$ cat src/rtl/pcm_ser_pkg.sv
package pcm_ser_pkg;

  typedef enum logic [1:0] {
    PREC_16 = 2'd0,
    PREC_18 = 2'd1,
    PREC_20 = 2'd2,
    PREC_24 = 2'd3
  } prec_e;

  typedef struct packed {
    prec_e prec;
    logic  lsb_first;
    logic  slot32;
    logic  right_just;
  } fmt_t;

  function automatic logic [5:0] prec_bits(prec_e p);
    case (p)
      PREC_16: prec_bits = 6'd16;
      PREC_18: prec_bits = 6'd18;
      PREC_20: prec_bits = 6'd20;
      default: prec_bits = 6'd24;
    endcase
  endfunction

endpackage

$ cat src/rtl/pcm_clk_div.sv
module pcm_clk_div #(
  parameter int HALF_W = 8
) (
  input  logic              clk,
  input  logic              rst_n,
  input  logic [HALF_W-1:0] half_i,
  input  logic              load_i,
  output logic              bclk_o,
  output logic              fall_o
);
  logic [HALF_W-1:0] half_act;
  logic [HALF_W-1:0] cnt;
  logic [HALF_W-1:0] lim;

  assign lim    = (half_act == '0) ? '0 : half_act - 1'b1;
  assign fall_o = bclk_o && (cnt == lim);

  always_ff @(posedge clk or negedge rst_n) begin
    if (!rst_n) begin
      cnt      <= '0;
      bclk_o   <= 1'b1;
      half_act <= HALF_W'(1);
    end else begin
      if (cnt == lim) begin
        cnt    <= '0;
        bclk_o <= ~bclk_o;
      end else begin
        cnt <= cnt + 1'b1;
      end
      if (load_i) half_act <= half_i;
    end
  end

  p_cnt_bound_r1: assert property (@(posedge clk) disable iff (!rst_n)
    cnt <= lim);

  p_load_on_fall_r11: assert property (@(posedge clk) disable iff (!rst_n)
    load_i |-> fall_o);

endmodule

$ cat src/rtl/pcm_slot_ctr.sv
module pcm_slot_ctr (
  input  logic       clk,
  input  logic       rst_n,
  input  logic       fall_i,
  input  logic       slot32_i,
  output logic       chan_o,
  output logic       frame_start_o,
  output logic [4:0] nxt_pos_o,
  output logic       nxt_chan_o
);
  logic [4:0] pos;
  logic       at_last;

  assign at_last       = (pos == (slot32_i ? 5'd31 : 5'd15));
  assign frame_start_o = fall_i && at_last && chan_o;
  assign nxt_pos_o     = at_last ? 5'd0 : pos + 5'd1;
  assign nxt_chan_o    = at_last ? ~chan_o : chan_o;

  always_ff @(posedge clk or negedge rst_n) begin
    if (!rst_n) begin
      pos    <= 5'd31;
      chan_o <= 1'b1;
    end else if (fall_i) begin
      pos    <= nxt_pos_o;
      chan_o <= nxt_chan_o;
    end
  end

  p_short_slot_r3: assert property (@(posedge clk) disable iff (!rst_n)
    !slot32_i |-> pos < 5'd16);

endmodule

$ cat src/rtl/pcm_bit_pick.sv
module pcm_bit_pick
  import pcm_ser_pkg::*;
#(
  parameter int SAMPLE_W = 24
) (
  input  logic [4:0]          pos_i,
  input  logic [SAMPLE_W-1:0] word_i,
  input  fmt_t                fmt_i,
  output logic                bit_o
);
  logic [5:0] pw, w, shift, off, p, j, idx, sel;
  logic [SAMPLE_W-1:0] shifted;
  logic in_word;

  always_comb begin
    pw      = prec_bits(fmt_i.prec);
    w       = fmt_i.slot32 ? pw : 6'd16;
    shift   = pw - w;
    off     = (fmt_i.slot32 && fmt_i.right_just) ? 6'd32 - w : 6'd0;
    p       = {1'b0, pos_i};
    in_word = (p >= off) && (p < off + w);
    j       = p - off;
    idx     = fmt_i.lsb_first ? j : w - 6'd1 - j;
    sel     = shift + idx;
    shifted = word_i >> sel;
    bit_o   = in_word && shifted[0];
  end

endmodule

$ cat src/rtl/pcm_serializer.sv
module pcm_serializer
  import pcm_ser_pkg::*;
#(
  parameter int SAMPLE_W = 24,
  parameter int HALF_W   = 8
) (
  input  logic                clk,
  input  logic                rst_n,
  input  logic [HALF_W-1:0]   cfg_half,
  input  logic [1:0]          cfg_prec,
  input  logic                cfg_lsb_first,
  input  logic                cfg_slot32,
  input  logic                cfg_right_just,
  input  logic                s_valid,
  output logic                s_ready,
  input  logic [SAMPLE_W-1:0] s_left,
  input  logic [SAMPLE_W-1:0] s_right,
  output logic                bclk,
  output logic                lrclk,
  output logic                sdata,
  output logic                underrun
);
  fmt_t fmt_act, fmt_in, fmt_eff;
  logic [SAMPLE_W-1:0] left_q, right_q, left_eff, right_eff, word_eff;
  logic       fall, frame_start, nxt_chan, nxt_bit;
  logic [4:0] nxt_pos;

  assign fmt_in = '{prec: prec_e'(cfg_prec), lsb_first: cfg_lsb_first,
                    slot32: cfg_slot32, right_just: cfg_right_just};

  pcm_clk_div #(.HALF_W(HALF_W)) u_div (
    .clk(clk), .rst_n(rst_n), .half_i(cfg_half), .load_i(frame_start),
    .bclk_o(bclk), .fall_o(fall));

  pcm_slot_ctr u_ctr (
    .clk(clk), .rst_n(rst_n), .fall_i(fall), .slot32_i(fmt_act.slot32),
    .chan_o(lrclk), .frame_start_o(frame_start),
    .nxt_pos_o(nxt_pos), .nxt_chan_o(nxt_chan));

  assign s_ready   = frame_start;
  assign fmt_eff   = frame_start ? fmt_in : fmt_act;
  assign left_eff  = (frame_start && s_valid) ? s_left  : left_q;
  assign right_eff = (frame_start && s_valid) ? s_right : right_q;
  assign word_eff  = nxt_chan ? right_eff : left_eff;

  pcm_bit_pick #(.SAMPLE_W(SAMPLE_W)) u_pick (
    .pos_i(nxt_pos), .word_i(word_eff), .fmt_i(fmt_eff), .bit_o(nxt_bit));

  always_ff @(posedge clk or negedge rst_n) begin
    if (!rst_n) begin
      fmt_act  <= '{prec: PREC_24, lsb_first: 1'b0, slot32: 1'b1, right_just: 1'b0};
      left_q   <= '0;
      right_q  <= '0;
      sdata    <= 1'b0;
      underrun <= 1'b0;
    end else begin
      if (frame_start) begin
        fmt_act  <= fmt_in;
        left_q   <= left_eff;
        right_q  <= right_eff;
        underrun <= !s_valid;
      end
      if (fall) sdata <= nxt_bit;
    end
  end

  p_sdata_on_fall_r2: assert property (@(posedge clk) disable iff (!rst_n)
    !$stable(sdata) |-> $fell(bclk));

  p_lr_on_fall_r2: assert property (@(posedge clk) disable iff (!rst_n)
    !$stable(lrclk) |-> $fell(bclk));

  p_ready_opens_left_r9: assert property (@(posedge clk) disable iff (!rst_n)
    s_ready |=> (!lrclk && $fell(bclk)));

  p_underrun_r10: assert property (@(posedge clk) disable iff (!rst_n)
    (s_ready && !s_valid) |=> underrun);

  p_underrun_hold_r10: assert property (@(posedge clk) disable iff (!rst_n)
    !s_ready |=> $stable(underrun));

  p_cfg_hold_r11: assert property (@(posedge clk) disable iff (!rst_n)
    !s_ready |=> $stable(fmt_act));

endmodule

$ cat config.mk
export PLATFORM = sky130hd
export DESIGN_NAME = pcm_serializer
export DESIGN_NICKNAME = d
export VERILOG_FILES = /design/src/rtl/pcm_ser_pkg.sv /design/src/rtl/pcm_clk_div.sv /design/src/rtl/pcm_slot_ctr.sv /design/src/rtl/pcm_bit_pick.sv /design/src/rtl/pcm_serializer.sv
export SDC_FILE = /design/constraint.sdc
export NUM_CORES = 1
export LEC_CHECK = 0
export ABC_AREA = 1
export BUFFER_PORTS_ARGS = -buffer_cell sky130_fd_sc_hd__buf_2
export CAP_MARGIN = 20
export CORE_MARGIN = 2
export CORE_UTILIZATION = 45
export CTS_CLUSTER_SIZE = 24
export DETAILED_ROUTE_END_ITERATION = 8
export GPL_TIMING_DRIVEN = 0
export SKIP_LAST_GASP = 1
export SLEW_MARGIN = 25
export SYNTH_ARGS = -nofsm -noshare
export SYNTH_HDL_FRONTEND = slang
export SYNTH_SLANG_ARGS = --single-unit
$ cat constraint.sdc
create_clock -name clk -period 18.9 [get_ports clk]
set_input_delay 3.78 -clock clk [delete_from_list [all_inputs] [get_ports clk]]
set_output_delay 3.78 -clock clk [all_outputs]
set_load 0.03 [all_outputs]
# Yosys cells after proc, flatten, opt, wreduce, memory -nomap -nowiden
# Index checks and enable logic that the tools add are counted.
[totals] wordCells=55 input_bits=64 reg_bits=78
[op_classes] shift=1 n_reduce_logical=10 add_sub_neg=10 bitwise=2 n_mux=13 n_eq_ne=4 n_lt_le_gt_ge=2
[ops] operator="2-to-1 mux 24 bit" n=3
[ops] operator="right shift 24 x 6 -> 1 bit" n=1
[ops] operator="2-to-1 mux 8 bit" n=2
[ops] operator="2-to-1 mux 5 bit" n=3
[ops] operator="adder 6 bit" n=2
[ops] operator="2-to-1 mux 6 bit" n=2
[ops] operator="one-hot mux 4 bit (3 select lines)" n=1
[ops] operator="subtractor 5 x 6 -> 6 bit" n=2
[ops] operator="adder 8 x 1 -> 8 bit (second input constant)" n=1
[ops] operator="equality test 8 bit" n=1
[ops] operator="logical NOT 8 bit" n=1
[ops] operator="subtractor 8 x 1 -> 8 bit (second input constant)" n=1
[ops] operator="logical AND 1 bit" n=7
[ops] operator=">= comparator 5 x 6 -> 1 bit" n=1
[ops] operator="less-than comparator 5 x 6 -> 1 bit" n=1
[ops] operator="subtractor 6 x 1 -> 6 bit (second input constant)" n=1
[ops] operator="subtractor 6 bit" n=1
[ops] operator="subtractor 6 bit (first input constant)" n=1
[ops] operator="adder 5 x 1 -> 5 bit (second input constant)" n=1
[ops] operator="equality test 5 bit" n=1
[ops] operator="2-to-1 mux 4 bit" n=1
[ops] operator="equality test 2 x 1 -> 1 bit (second input constant)" n=1
[ops] operator="equality test 2 bit (second input constant)" n=1
[ops] operator="logical NOT 2 bit" n=1
[ops] operator="3 further kinds" n=4

# Longest topological paths before layout
# Gate-level depths: netlist of the first run.
[logic_depth] ltp_word=18 depth_mapped=41 ltp_nobuf=40

# Hierarchy
# From an unflattened synthesis of the first run, not the netlist that was laid out.
[hier_totals] hier_cells=820 hier_area_um2=5615.4
[by_module_without_submodules] mod="pcm_serializer" instances=1 seq_area_each_um2=1380.1 area_per_inst_um2=2977.9 cells_each=410
[by_module_without_submodules] mod="pcm_clk_div" instances=1 seq_area_each_um2=427.9 area_per_inst_um2=1211.2 cells_each=177
[by_module_without_submodules] mod="pcm_bit_pick" instances=1 seq_area_each_um2=0.0 area_per_inst_um2=1057.3 cells_each=185
[by_module_without_submodules] mod="pcm_slot_ctr" instances=1 seq_area_each_um2=157.7 area_per_inst_um2=369.1 cells_each=48

# Least setup slack after synthesis of the first run
# OpenSTA, ideal clock, no wires.
[synth_timing] path_type="input -> register" start="input port cfg_prec[0]" end="register sdata" cell_stages=24 setup_ps=65 slack_ps=11142 arrival_ps=7692 path_cell_list="inv_1 o21ai_4 inv_2 nand2_1 nor2_1 inv_1 ha_1 nand2_1 fa_1 xnor2_1 ha_1 or2_2 nand3_1 o21ai_0 fa_1 ha_1 a21o_1 a21oi_1 nor2_1 nor2_1 nand2_1 a21oi_1 nand3_1 nand2_1"
[synth_lines] element="start: declaration" line_no="pcm_serializer.sv:10" text="input logic [1:0] cfg_prec,"
[synth_lines] element="end signal: assignment" line_no="pcm_serializer.sv:63" text="if (fall) sdata <= nxt_bit;"
[synth_lines] element="end: declaration" line_no="pcm_serializer.sv:20" text="output logic sdata,"

==> metrics, run 1 <==
status completed; post-route minimum period 8.050 ns; endpoint class of the critical path flop; I/O Pins 69; Vias/cell 5.057; pre-CTS setup slack 10.47 ns; routed wire length 12990 µm; Net Sw Frac 20.35%; Final Cycle Share 42.60%; Leak 3.191 nW; core area 11420 µm²; kind of critical path in2reg; Max Cap Viol 0; sw power 81.60 µW; post-layout utilization of the core 53.92%; # nets final 890; Fmax achieved 124.2 MHz; Pwr Density 65.13 nW/µm²; RSZ-0062 raised after global routing false; WP data required 19.18 ns; Worst EP arrival 8.33 ns; sum of negative setup slack 0 ns; hold_ws 0.4756 ns; total track usage 22.18%; largest net degree at the start of global routing 48; wire per inst 13.66 µm; slowest stage delay, CP 0.46 ns; CTS buffer count 9; Worst Tran Pin Value 0.7196 ns; post-CTS setup buffer count 0; R2R depth 35; cell area after layout 6157 µm²; Worst VDD drop 33.60 µV; Clock Pin Slew Worst Setup and Hold Paths 0.06 ns; Synth Register Bits 78; Die ar. 12570 µm²; DRC 0; Die X 112.1 µm; clock buffer depth 2; Critical Path Slowest Stage Cell fa_1; DP Wirelength 9853 µm; Worst-Skew Late Latency 0.34 ns; IO buf count 68; Synth Warn # 0; Placed Area 5801 µm²; area delta synth->final 17.08%; vias in the first global route 4783; FP Rows 39; TritonCTS clock tree built; ANT cells 0; setup ws final 10.85 ns; Synth Flop Type dfrtp_1; Yosys cell types 40; EDFF count, synth 0; Clock Power Share 52.1%; Syn Inst Count 724; Clk Tree Root Cell clkbuf_16; Syn Area/Cell 7.264 µm²; WHS Path Cells 2; worst-path maximum fanout 4; syn nets 810; global-route wire length before repair 22630 µm; initial antenna violation count 0; Via Count 4809; Reg power frac 42.9%; Die Span Y 112.1 µm; post-cts resize count 0; internal power 319.4 µW; max-slew violation count 0; CTS Sinks 78; share of layout cells above drive strength 1 17.57%; sequential area share after synthesis 37.38%; hold buffer count at CTS 0; Rel. slew slack 51.85%; DR iter-0 viols 247; Final setup viols 0; Final Hold Violating Endpoints 0; skew final 0.007081 ns; gr ovfl total 0; crit-path most repeated cell nand2_1; drt pass-1 iters 5; Async S/R FF share, synth 100.0%; GPL Wtd Cong 0.8910; CTS H-Tree Depth 3; initial core utilization 46.06%; worst hold path class reg2reg; antenna viol nets, final 0; Mapped Area 5259 µm²; fraction of power consumed by combinational cells 5.0%; CP startpoint kind primary input
[metal layers]
metal	track usage, %	share of wire [%]
met2	35.62	47
met1	30.79	48
met5	0	0
met3	3.510	3.2
met4	7.480	1.9
[power by group through the flow]
stage	Combinational, mW	Sequential, mW	Clock, mW
3_5_place_dp	0.0205	0.175	0
6_report	0.0200	0.172	0.209
2_1_floorplan	0.00778	0.175	0
5_1_grt	0.0234	0.172	0.219
3_3_place_gp	0.0194	0.175	0
4_1_cts	0.0206	0.172	0.212
[Yosys cell counts, types with 12 or more instances]
cell	count	area, µm²
o211ai_1	12	90.09
a21oi_1	12	60.06
and2_1	22	137.6
o21a_1	16	120.1
clkbuf_1	12	45.04
o21ai_0	21	105.1
nand3_1	105	525.5
ha_1	16	200.2
nand2_1	201	754.5
dfrtp_1	67	1677
inv_1	107	401.6
nor2_1	36	135.1
[flip-flops by register name, summed over array words and instances (netlist names)]
| signal | count |
|---|---|
| fmt_act | 5 |
| left_q | 24 |
| right_q | 24 |
| sdata | 1 |
| u_ctr.chan_o | 1 |
| u_ctr.pos | 5 |
| u_div.bclk_o | 1 |
| u_div.cnt | 8 |
| u_div.half_act | 8 |
| underrun | 1 |
[stage by stage]
step | std cells | power, mW
floorplan | 724 | 0.1826
global placement | 935 | 0.1943
detailed placement | 936 | 0.1955
CTS | 951 | 0.4042
global route | 951 | 0.4148
finish | 951 | 0.4010
[cell families after synthesis]
kind of cell,share of synthesized area (%)
buffers and inverters,10.54
adder cells (fa/ha/maj),6.091
XOR/XNOR,1.999
AO/OA/AOI/OAI,8.827
AND/OR/NAND/NOR,35.17
flip-flops,37.38
[area by class of cell]
type / count / area [µm²]
clock buffer: 12 / 266.5
timing repair buffer: 69 / 362.8
fill: 1133 / 5261
clock inverter: 3 / 90.09
sequential: 78 / 1966
tap: 143 / 178.9
inverter: 120 / 451.7
multi-input combinational: 506 / 2739
buffer: 20 / 102.6
[path summary, 6_finish.rpt]
| path | startpoint | end | slack [ns] |
|---|---|---|---|
| max in group asynchronous | rst_n | u_ctr.pos[4] | 14.77 |
| min in group asynchronous | rst_n | fmt_act[0] | 3.47 |
| worst max-delay path | cfg_prec[0] | sdata | 10.85 |
| worst max register to register | u_div.half_act[0] | sdata | 12.12 |
| worst min-delay path | right_q[11] | right_q[11] | 0.48 |
| worst min register to register | right_q[11] | right_q[11] | 0.48 |
[cell usage in the layout (no fill, tap or decap), types with 7 or more instances in the layout]
cell type,count
nor2_1,36
dfrtp_1,67
and2_1,22
nand2_1,201
inv_2,11
o211ai_1,12
clkbuf_1,12
nand3_1,105
clkbuf_16,9
nand4_1,10
o21a_1,16
o21ai_0,21
or2_2,7
dfstp_2,11
buf_2,71
xor2_1,9
ha_1,16
a21oi_1,12
inv_1,107
[worst max-delay path: cells and delay by family]
kind	cells	cell delay (ns)
AND/OR/NAND/NOR	10	1.35
buffers and inverters	4	0.41
adder cells (fa/ha/maj)	5	1.90
AO/OA/AOI/OAI	5	0.64
XOR/XNOR	1	0.25
Power figures use the tool's default switching activity.
==> run 2: changes to the inputs <==
Settings changed: PLACE_DENSITY from default to 0.67.
Clock period 18.9 ns to 6.6 ns, I/O delays scaled along.
==> run 2 against run 1 <==
Clock skew increased by 0.00082 ns. Die area did not move. Core utilization is 0.099 points higher. Combinational power rose to 2.9 times the previous value. Hold slack gained 0.0058 ns. Critical path depth increased by 13. Power increased to 2.6 times the previous value. Final cell count rose by 0.63%. Register-to-register slack got worse by 12 ns.
==> metrics, run 2 (synthesis results as in run 1) <==
RSZ-0062 raised after global routing false; Leak 3.195 nW; Clock Pin Slew Worst Setup and Hold Paths 0.06 ns; CTS buffer count 9; Worst VDD drop 130.7 µV; routed wire length 13010 µm; antenna viol nets, final 0; Worst Tran Pin Value 0.6622 ns; Worst Setup SP u_div.half_act[0]; Pwr Density 170.7 nW/µm²; Max Cap Viol 0; endpoint class of the critical path flop; largest net degree at the start of global routing 41; fraction of power consumed by combinational cells 5.5%; core area 11420 µm²; # nets final 895; GPL Wtd Cong 0.8746; slowest stage delay, CP 0.53 ns; DR iter-0 viols 257; hold buffer count at CTS 0; initial antenna violation count 0; DP Wirelength 9889 µm; hold_ws 0.4813 ns; hold path start left_q[17]; kind of critical path reg2reg; internal power 817.7 µW; area delta synth->final 17.30%; global-route wire length before repair 21980 µm; Via Count 4859; Final setup viols 0; Die ar. 12570 µm²; max-slew violation count 0; WP data required 6.88 ns; ANT cells 0; Die X 112.1 µm; crit-path most repeated cell nand2_1; clock buffer depth 2; post-layout utilization of the core 54.02%; Tot Pwr 1.053 mW; Fmax achieved 162.7 MHz; vias in the first global route 4765; Net Sw Frac 22.36%; I/O Pins 69; Top Registers left_q: 24 flops, right_q: 24 flops; drt pass-1 iters 5; skew final 0.007900 ns; FP Rows 39; Reg power frac 46.8%; CTS Sinks 78; filler instances 1084; DRC 0; Die Span Y 112.1 µm; sw power 235.5 µW; commonest non-fill, non-tap cell in the layout nand2_1; Rel. slew slack 55.69%; Critical Path Slowest Stage Cell dfstp_2; Clock Power Share 47.7%; worst hold path class reg2reg; share of layout cells above drive strength 1 18.92%; worst r2r src u_div.half_act[0]; sum of negative setup slack 0 ns; CP startpoint kind flop; Vias/cell 5.077; most frequent cells in the layout nand2_1, inv_1, nand3_1, buf_2, dfrtp_1; CTS H-Tree Depth 3; IO buf count 68; wire per inst 13.60 µm; Worst EP arrival 6.43 ns; Clk Tree Root Cell clkbuf_16; total track usage 21.61%; Final Hold Violating Endpoints 0; gr ovfl total 0; post-route minimum period 6.148 ns; worst-path maximum fanout 10; status completed; TritonCTS clock tree built; Worst-Skew Late Latency 0.34 ns; Final Cycle Share 93.15%; initial core utilization 46.06%
[run 2: cell type report]
cell class | count | area (µm²) | share of cell area, %
Multi-Input combinational cell | 506 | 2769 | 44.89
Sequential cell | 78 | 1966 | 31.87
Inverter | 120 | 451.7 | 7.323
Timing Repair Buffer | 74 | 400.4 | 6.491
Clock buffer | 10 | 239.0 | 3.874
Tap cell | 143 | 178.9 | 2.901
Buffer | 20 | 102.6 | 1.663
Clock inverter | 6 | 61.31 | 0.9939
[run 2: path summary, 6_finish.rpt]
path / to / slack (ns) / cells after the start
max in group asynchronous: u_div.bclk_o / 4.99 / 2
min in group asynchronous: fmt_act[0] / 0.95 / 1
max reg2reg: sdata / 0.45 / 38
min: left_q[17] / 0.48 / 2
min reg2reg: left_q[17] / 0.48 / 2
max: sdata / 0.45 / 38
[run 2: through the flow]
stage          instance area (µm²)  instances  setup WS, ns
2_1_floorplan                 5259        724        0.6785
3_3_place_gp                  5778        935     -0.007243
3_5_place_dp                  5801        936      -0.03559
4_1_cts                       6103        952       0.02485
5_1_grt                       6168        957      0.005476
6_report                      6168        957        0.4518
[run 2: metal layers]
| metal | part of all wire (%) | GRT usage [%] | wire length, µm |
|---|---|---|---|
| met1 | 45 | 27.89 | 5828 |
| met2 | 49 | 36.55 | 6332 |
| met3 | 4.3 | 3.888 | 558 |
| met4 | 2.3 | 7.805 | 294 |
| met5 | 0 | 0 | 0 |
[run 2: what timing repair did]
item	4_1_cts	5_1_grt
pin swaps	0	2
setup endpoints to repair	1	1
buffers inserted	0	5
resized for setup	1	6
[run 2: worst max-delay path: cells and delay by family, from the launching register on]
kind / cells / cell delay [ns]
DFF: 1 / 0.53
adders and majority gates: 6 / 1.94
buffers and inverters: 5 / 0.49
xor gates and xnor gates: 2 / 0.33
AOI/OAI and AO/OA: 5 / 0.64
and+or+nand+nor: 20 / 2.13
[run 2: power groups by stage]
stage | sequential (mW) | combinational [mW] | clock, mW
after floorplan | 0.501 | 0.0223 | 0
after global placement | 0.501 | 0.0554 | 0
after detailed placement | 0.501 | 0.0585 | 0
after CTS | 0.493 | 0.0589 | 0.508
after global routing | 0.494 | 0.0667 | 0.531
final | 0.493 | 0.0577 | 0.502
